File: config.mk
export PLATFORM = sky130hd
export DESIGN_NAME = sclk_frac_gen
export DESIGN_NICKNAME = d
export VERILOG_FILES = /design/src/rtl/sclk_gen_pkg.sv /design/src/rtl/sclk_rate_accum.sv /design/src/rtl/sclk_phase_fsm.sv /design/src/rtl/sclk_edge_role.sv /design/src/rtl/sclk_frac_gen.sv
export SDC_FILE = /design/constraint.sdc
export NUM_CORES = 1
export LEC_CHECK = 0
export ABC_AREA = 1
export BUFFER_PORTS_ARGS = -buffer_cell sky130_fd_sc_hd__buf_2
export CORE_UTILIZATION = 53
export DETAILED_ROUTE_END_ITERATION = 12
export GPL_ROUTABILITY_DRIVEN = 0
export PLACE_DENSITY = 0.84
export SLEW_MARGIN = 0
export SYNTH_ARGS = -nofsm -noshare
export SYNTH_HDL_FRONTEND = slang
export SYNTH_SLANG_ARGS = --single-unit
export TNS_END_PERCENT = 5
File: constraint.sdc
create_clock -name clk -period 2.15 [get_ports clk]
set_input_delay 0.3225 -clock clk [delete_from_list [all_inputs] [get_ports clk]]
set_output_delay 0.3225 -clock clk [all_outputs]
set_load 0.02 [all_outputs]
File: src/rtl/sclk_gen_pkg.sv
package sclk_gen_pkg;

    // Edge sequencer states
    typedef enum logic [1:0] {
        ST_IDLE   = 2'd0,
        ST_REST   = 2'd1,
        ST_ACTIVE = 2'd2
    } clk_state_e;

endpackage

File: src/rtl/sclk_rate_accum.sv
module sclk_rate_accum #(
    parameter int RATE_W = 8
) (
    input  logic              clk,
    input  logic              rst_n,
    input  logic              run,
    input  logic [RATE_W-1:0] rate_field,
    output logic              tick
);
    localparam int ACC_W = RATE_W + 1;
    localparam logic [ACC_W-1:0] FULL_SCALE = ACC_W'(1) << RATE_W;

    logic [RATE_W-1:0] resid_q;
    logic [ACC_W-1:0]  step;
    logic [ACC_W-1:0]  sum;

    // Zero maps to the slowest step, all-ones to the full-scale step
    always_comb begin
        if (rate_field == '0)
            step = ACC_W'(1);
        else if (&rate_field)
            step = FULL_SCALE;
        else
            step = {1'b0, rate_field};
        sum  = {1'b0, resid_q} + step;
        tick = run & sum[RATE_W];
    end

    always_ff @(posedge clk or negedge rst_n) begin
        if (!rst_n)
            resid_q <= '0;
        else if (!run)
            resid_q <= '0;
        else
            resid_q <= sum[RATE_W-1:0];
    end
endmodule

File: src/rtl/sclk_phase_fsm.sv
module sclk_phase_fsm
    import sclk_gen_pkg::*;
(
    input  logic clk,
    input  logic rst_n,
    input  logic run,
    input  logic tick,
    input  logic cpol,
    output logic sclk,
    output logic lead_stb,
    output logic trail_stb
);
    clk_state_e state_q, state_d;

    always_comb begin
        state_d = state_q;
        if (!run) begin
            state_d = ST_IDLE;
        end else begin
            unique case (state_q)
                ST_IDLE, ST_REST: state_d = tick ? ST_ACTIVE : ST_REST;
                ST_ACTIVE:        state_d = tick ? ST_REST : ST_ACTIVE;
                default:          state_d = ST_IDLE;
            endcase
        end
    end

    // State register
    always_ff @(posedge clk or negedge rst_n) begin
        if (!rst_n)
            state_q <= ST_IDLE;
        else
            state_q <= state_d;
    end

    // Edge strobes, aligned with the cycle in which sclk has moved
    always_ff @(posedge clk or negedge rst_n) begin
        if (!rst_n) begin
            lead_stb  <= 1'b0;
            trail_stb <= 1'b0;
        end else begin
            lead_stb  <= run && tick && (state_q != ST_ACTIVE);
            trail_stb <= run && tick && (state_q == ST_ACTIVE);
        end
    end

    assign sclk = cpol ^ (state_q == ST_ACTIVE);
endmodule

File: src/rtl/sclk_edge_role.sv
module sclk_edge_role (
    input  logic cpha,
    input  logic lead_stb,
    input  logic trail_stb,
    output logic sample_stb,
    output logic shift_stb
);
    always_comb begin
        if (cpha) begin
            sample_stb = trail_stb;
            shift_stb  = lead_stb;
        end else begin
            sample_stb = lead_stb;
            shift_stb  = trail_stb;
        end
    end
endmodule

File: src/rtl/sclk_frac_gen.sv
module sclk_frac_gen #(
    parameter int RATE_W = 8
) (
    input  logic              clk,
    input  logic              rst_n,
    input  logic              run,
    input  logic [RATE_W-1:0] rate_field,
    input  logic              cpol,
    input  logic              cpha,
    output logic              sclk,
    output logic              lead_stb,
    output logic              trail_stb,
    output logic              sample_stb,
    output logic              shift_stb
);
    logic tick;

    sclk_rate_accum #(.RATE_W(RATE_W)) i_accum (
        .clk        (clk),
        .rst_n      (rst_n),
        .run        (run),
        .rate_field (rate_field),
        .tick       (tick)
    );

    sclk_phase_fsm i_fsm (
        .clk       (clk),
        .rst_n     (rst_n),
        .run       (run),
        .tick      (tick),
        .cpol      (cpol),
        .sclk      (sclk),
        .lead_stb  (lead_stb),
        .trail_stb (trail_stb)
    );

    sclk_edge_role i_role (
        .cpha       (cpha),
        .lead_stb   (lead_stb),
        .trail_stb  (trail_stb),
        .sample_stb (sample_stb),
        .shift_stb  (shift_stb)
    );
endmodule

==> impl_metrics.env, run 1 <==
export IMPL_start_kind="primary input"
export IMPL_whs_path_depth=3
export IMPL_syn_inst=126
export IMPL_worstPathArrival_ps=2200
export IMPL_synth_cell_types=29
export IMPL_drtIter0Drc=17
export IMPL_synthFlopType="dfrtp_1"
export IMPL_route_final_wire_length_mm=2.02
export IMPL_num_vias=899
export IMPL_finalSetupViolCount=0
export IMPL_worst_pin_slew_ps=301
export IMPL_min_from="run"
export IMPL_die_area_um2=1910
export IMPL_fin_crit_ps=2030
export IMPL_wl_met2_mm=1.01
export IMPL_numCtsBuffers=3
export IMPL_die_w_um=43.7
export IMPL_placed_cell_area_um2=1090
export IMPL_relSlewSlack_pct=79.9
export IMPL_violations="design-rule violations"
export IMPL_cts_tree="done"
export IMPL_synth_top_cell_by_area="dfrtp_1"
export IMPL_ant_nets=0
export IMPL_yosysMostFrequentCell="nand2_1"
export IMPL_skew_ps=2.59
export IMPL_ios=18
export IMPL_tns_ps=0
export IMPL_fmax_mhz=492
export IMPL_port_buffer_count=17
export IMPL_design_area_um2=1240
export IMPL_worstRegToRegCells=13
export IMPL_grt_max_degree=13
export IMPL_synth_top_area_share_pct=32.6
export IMPL_h_tree_depth=1
export IMPL_drtPass1Iterations=8
export IMPL_regToRegStartpoint="i_accum.resid_q[0]"
export IMPL_grt_pass1_vias=806
export IMPL_wl_met1_um=885
export IMPL_end_kind="flip-flop"
export IMPL_synthArstFlopShare_pct=100
export IMPL_grt_pass1_wl_mm=3.12
export IMPL_syn_area_um2=921
export IMPL_coreArea_um2=1560
export IMPL_syn_nets=148
export IMPL_routedWlPerCell_um=11.7
export IMPL_holdCritPathClass="in -> reg"
export IMPL_holdPathEnd="i_accum.resid_q[0]"
export IMPL_cts_max_path_buffers=2
export IMPL_power_leakage_uw=0.000712
export IMPL_clock_latency_ps=280
export IMPL_slew_violations=0
export IMPL_layout_nets=180
export IMPL_hold_violations=0
export IMPL_die_y_um=43.7
export IMPL_rows=14
export IMPL_area_growth_syn_to_layout_pct=34.2
export IMPL_hpwl_mm=1.51
export IMPL_drv_cap=0
export IMPL_syn_avg_cell_area_um2=7.31
export IMPL_power_density_nw_per_um2=779
export IMPL_top_layer_used="met4"
export IMPL_antenna_found_initial=0
export IMPL_start_util_pct=59.1
export IMPL_n_antenna_cell=0
export IMPL_synth_edf_count=0
export IMPL_root_buffer="clkbuf_4"
export IMPL_drc_errors=2
export IMPL_ys_seq_area_share_pct=32.6
export IMPL_path_class="in -> reg"
export IMPL_synthTopCellsByCount="25 x nand2_1, 21 x nor2_1, 20 x inv_1"
export IMPL_viasPerCell=5.20
export IMPL_status="complete, but fails checks"
export IMPL_grt_ovfl_total=0
export IMPL_path_clk_slew_ps=80
export IMPL_ys_ff_latch=12
export IMPL_r2r_end="i_fsm.state_q[0]"
export IMPL_yosys_warnings=0
export IMPL_cts_sinks=12
export IMPL_layout_drive_gt1_share_pct=35.7
export IMPL_grt_usage_pct=22.6
export IMPL_yosys_top_cells_area="dfrtp_1 33%, ha_1 11%, nand2_1 10%, nor2_1 8.6%, inv_1 8.2%"
export IMPL_path_max_fanout=4
export IMPL_wl_met3_um=87
export IMPL_timing_final_crit_share_pct=94.5
export IMPL_peakVddDrop_uv=524
export IMPL_ff2ff_setup_slack_ps=440
export IMPL_required_ps=2320
## critical path, cell delays in order
cell	delay, ps
buf_6	100
nor4_4	260
a21oi_1	100
nor2_1	130
ha_2	190
inv_2	40
fa_2	380
inv_2	70
nand2_2	50
nand2_2	100
nand3_4	90
nand2_4	80
nand2_4	60
nand3_4	90
nand2_2	60
inv_2	40
nor2_1	30
## where the power goes
part | internal, uW | switching, uW
registers | 275 | 20.4
clock network | 103 | 78.2
logic | 199 | 288
total | 577 | 386
## metal layers
layer / track usage [%] / vias to the layer above
li1: - / 458
met1: 26.7 / 413
met2: 38.5 / 23
met3: 4.17 / 5
met4: 12.5 / 0
met5: 0 / -
## flip-flops by register name, indices dropped and copies added, names as in the netlist
name / count
i_fsm.lead_stb: 1
i_fsm.state_q: 2
i_accum.resid_q: 8
i_fsm.trail_stb: 1
## per-stage QoR
| step | util, % | total power [uW] | hold slack [ps] | cells | setup WS, ps |
|---|---|---|---|---|---|
| 2_1_floorplan | - | 594 | 26.9 | 126 | 141 |
| 3_3_place_gp | 69.7 | 683 | 215 | 167 | -75.5 |
| 3_5_place_dp | 69.7 | 704 | 218 | 167 | -216 |
| 4_1_cts | 72.6 | 891 | 336 | 172 | 77.6 |
| 5_1_grt | 79.3 | 1040 | 369 | 173 | -20.0 |
| 6_report | 79.3 | 963 | 366 | 173 | 119 |
## layout make-up
| class | instances | area (um2) |
|---|---|---|
| clock buffers | 4 | 36.3 |
| fillers | 98 | 323 |
| inverters | 24 | 104 |
| multi-input cells | 89 | 593 |
| flip-flops and latches | 12 | 300 |
| well taps | 16 | 20.0 |
| repair buffers | 28 | 183 |
## how the worst max path moves through the flow
| stage | startpoint | end | depth (start not counted) |
|---|---|---|---|
| 3_3_place_gp | rate_field[3] | i_fsm.state_q[1] | 17 |
| 3_5_place_dp | rate_field[3] | i_fsm.state_q[1] | 17 |
| 5_1_grt | rate_field[4] | i_fsm.state_q[1] | 15 |
| 2_1_floorplan | rate_field[3] | i_fsm.state_q[0] | 16 |
| 6_report | rate_field[4] | i_fsm.state_q[0] | 17 |
| 4_1_cts | rate_field[3] | i_fsm.state_q[1] | 17 |
## placed cells by master, fill, tap and decap left out, types with 2 or more instances in the layout
cell type  instances
dfrtp_1           12
o21ai_0            3
ha_1               7
inv_1             17
nand3_4            3
nand2_4            4
nand2_2            4
buf_4             10
nor2_2             2
nand2_1           19
xor2_1             2
inv_2              5
nand3_1            2
nor2_1            21
a21oi_1            7
buf_2             15
buf_6              2
a31oi_1            2
clkbuf_4           3
## cell families (layout without fill, tap and decap cells)
logic type      count (synthesis)  count (layout)  synth area share [%]
simple gates                   61              61                  29.9
buf+inv                        25              56                  12.1
compound gates                 17              17                  10.5
flops                          12              12                  32.6
fa+ha+maj                       9               9                  13.0
xor+xnor                        2               2                  1.90
## what timing repair did
action	in CTS	in global routing
hold endpoints to repair	12	0
hold buffers	1	0
buffers inserted	0	1
endpoints found under the setup margin	0	5
resized for setup	0	26
No activity file was read; power rests on OpenSTA's default activity.
==> run 2: changes to the inputs <==
--- a/config.mk
+++ b/config.mk
@@ -10,6 +10,7 @@
 export CORE_UTILIZATION = 53
 export DETAILED_ROUTE_END_ITERATION = 12
 export GPL_ROUTABILITY_DRIVEN = 0
+export GPL_TIMING_DRIVEN = 0
 export PLACE_DENSITY = 0.84
 export SLEW_MARGIN = 0
 export SYNTH_ARGS = -nofsm -noshare
==> run 2 against run 1 <==
Net effect: the run still ends with design-rule violations left; worst setup slack worse by 36 ps; maximum frequency shrank 1.7%; die area unchanged; utilization fell by 3.9 points; critical path type unchanged; critical endpoint is now i_fsm.state_q[1]; highest routed layer unchanged.
==> impl_metrics.env, run 2 (same netlist as run 1, synthesis figures left out) <==
export IMPL_timing_final_crit_share_pct=96.1
export IMPL_peakVddDrop_uv=475
export IMPL_worstPathArrival_ps=2270
export IMPL_viasPerCell=5.18
export IMPL_grt_usage_pct=22.1
export IMPL_path_max_fanout=4
export IMPL_ios=18
export IMPL_path_class="in -> reg"
export IMPL_busiest_layer="met2"
export IMPL_grt_max_degree=13
export IMPL_n_antenna_cell=0
export IMPL_fmax_mhz=484
export IMPL_layout_drive_gt1_share_pct=31.1
export IMPL_cts_max_path_buffers=2
export IMPL_die_w_um=43.7
export IMPL_grt_pass1_wl_mm=3.12
export IMPL_top_regs="i_accum.resid_q x8, i_fsm.state_q x2"
export IMPL_fin_crit_ps=2070
export IMPL_worstRegToRegCells=12
export IMPL_finish_utilization_pct=75.4
export IMPL_h_tree_depth=1
export IMPL_die_y_um=43.7
export IMPL_drtPass1Iterations=10
export IMPL_status="complete, but fails checks"
export IMPL_num_vias=849
export IMPL_layout_commonest_cell="nor2_1"
export IMPL_violations="design-rule violations"
export IMPL_whs_ps=339
export IMPL_end_kind="flip-flop"
export IMPL_cts_sinks=12
export IMPL_slew_violations=0
export IMPL_drv_cap=0
export IMPL_start_util_pct=59.1
export IMPL_grt_util_met1_pct=28.9
export IMPL_grt_pass1_vias=799
export IMPL_crit_path_start="rate_field[4]"
export IMPL_hold_violations=0
export IMPL_drc_errors=2
export IMPL_fin_ws_ps=83.1
export IMPL_numCtsBuffers=3
export IMPL_routedWlPerCell_um=11.8
export IMPL_finalSetupViolCount=0
export IMPL_port_buffer_count=16
export IMPL_path_clk_slew_ps=70
export IMPL_holdCritPathClass="in -> reg"
export IMPL_required_ps=2350
export IMPL_layout_nets=172
export IMPL_relSlewSlack_pct=78.4
export IMPL_cp_cell_sequence="buf_8, nor4_4, a21oi_1, nor2_1, ha_2, inv_2, fa_2, inv_2, nand2_2, nand2_4, nand3_4, nand3_4, nand3_4, nand2_1, inv_1, nor2_1"
export IMPL_antenna_found_initial=0
export IMPL_skew_ps=2.49
export IMPL_clock_latency_ps=270
export IMPL_crit_end="i_fsm.state_q[1]"
export IMPL_slowest_delay_ps=380
export IMPL_drtIter0Drc=19
export IMPL_die_area_um2=1910
export IMPL_placed_cell_area_um2=1020
export IMPL_route_final_wire_length_mm=1.94
export IMPL_design_area_um2=1170
export IMPL_dp_slack_ps=-157
export IMPL_coreArea_um2=1560
export IMPL_fillers=122
export IMPL_cts_tree="done"
export IMPL_largest_reg_flops=8
export IMPL_met3_usage_pct=3.75
export IMPL_power_leakage_uw=0.000673
export IMPL_root_buffer="clkbuf_4"
export IMPL_area_growth_syn_to_layout_pct=27.6
export IMPL_grt_ovfl_total=0
export IMPL_worst_pin_slew_ps=323
export IMPL_r2r_end="i_fsm.state_q[1]"
export IMPL_layout_common_cells="21 x nor2_1, 20 x nand2_1, 18 x inv_1, 14 x buf_2, 12 x dfrtp_1"
export IMPL_ff2ff_setup_slack_ps=400
export IMPL_hpwl_mm=1.32
export IMPL_ant_nets=0
export IMPL_top_register="i_accum.resid_q"
export IMPL_met2_usage_pct=36.1
export IMPL_rows=14
export IMPL_report_power_total_uw=903
export IMPL_rsz0062_at_grt="true"
export IMPL_regToRegStartpoint="i_accum.resid_q[0]"
export IMPL_critical_path_slowest_cell="fa_2"
export IMPL_start_kind="primary input"
export IMPL_power_density_nw_per_um2=768
export IMPL_cpMostUsedCell="nand3_4"
==> run 2: changes by cell type in the layout (fill, tap and decap cells not counted) <==
cell,delta
o21ai_1,-1
nand2_1,+1
buf_2,-1
buf_6,-1
buf_4,-7
buf_8,+1
nand2_2,-2
nand2_4,+1
inv_1,+1
inv_2,-1
clkbuf_8,-1
o21ai_2,+1
==> run 2: per-layer routing <==
metal  wire, um  up-vias
met5          0        -
met4         86        0
met3         74       11
met2        959       21
met1        822      377
li1           -      440
==> run 2: critical path: cells and delay by family <==
| family | cells | cell delay, ps |
|---|---|---|
| buffers and inverters | 4 | 260 |
| AO/OA/AOI/OAI | 1 | 90 |
| adder cells (fa/ha/maj) | 2 | 580 |
| AND/OR/NAND/NOR | 9 | 1010 |
==> run 2: worst min path at each step <==
stage                     start                 end  slack [ps]  depth (start not counted)
after global placement    rst_n    i_fsm.state_q[0]         220                          1
final                       run    i_fsm.state_q[0]         340                          3
after global routing        run  i_accum.resid_q[0]         340                          3
after detailed placement  rst_n  i_accum.resid_q[1]         220                          1
after CTS                   run  i_accum.resid_q[0]         330                          3
after floorplan           rst_n  i_accum.resid_q[0]          30                          0
==> run 2: power by group <==
group / internal [uW] / switching (uW) / leakage [uW]
Clock: 64.8 / 73.5 / 0.0000138
Sequential: 275 / 17.8 / 0.000156
Combinational: 189 / 283 / 0.000503
==> run 2: cell type report <==
cell class | count | area (um2) | share of cell area, %
multi-input combinational | 89 | 599 | 51.0
sequential | 12 | 300 | 25.6
timing repair buffer | 19 | 121 | 10.3
inverter | 24 | 104 | 8.84
clock buffer | 3 | 22.5 | 1.92
tap | 16 | 20.0 | 1.70
buffer | 1 | 7.51 | 0.639
==> run 2: timing repair <==
| action | CTS | global route |
|---|---|---|
| endpoints found under the setup margin | 0 | 6 |
| hold buffers | 1 | 0 |
| endpoints found under the hold margin | 12 | 0 |
| resized for setup | 0 | 27 |
| buffers inserted | 0 | 2 |
==> run 2: through the flow <==
stage	setup TNS [ps]	cells
after CTS	0	162
final	0	164
after detailed placement	-549	158
after global placement	-557	158
after floorplan	0	126
after global routing	-87.2	164
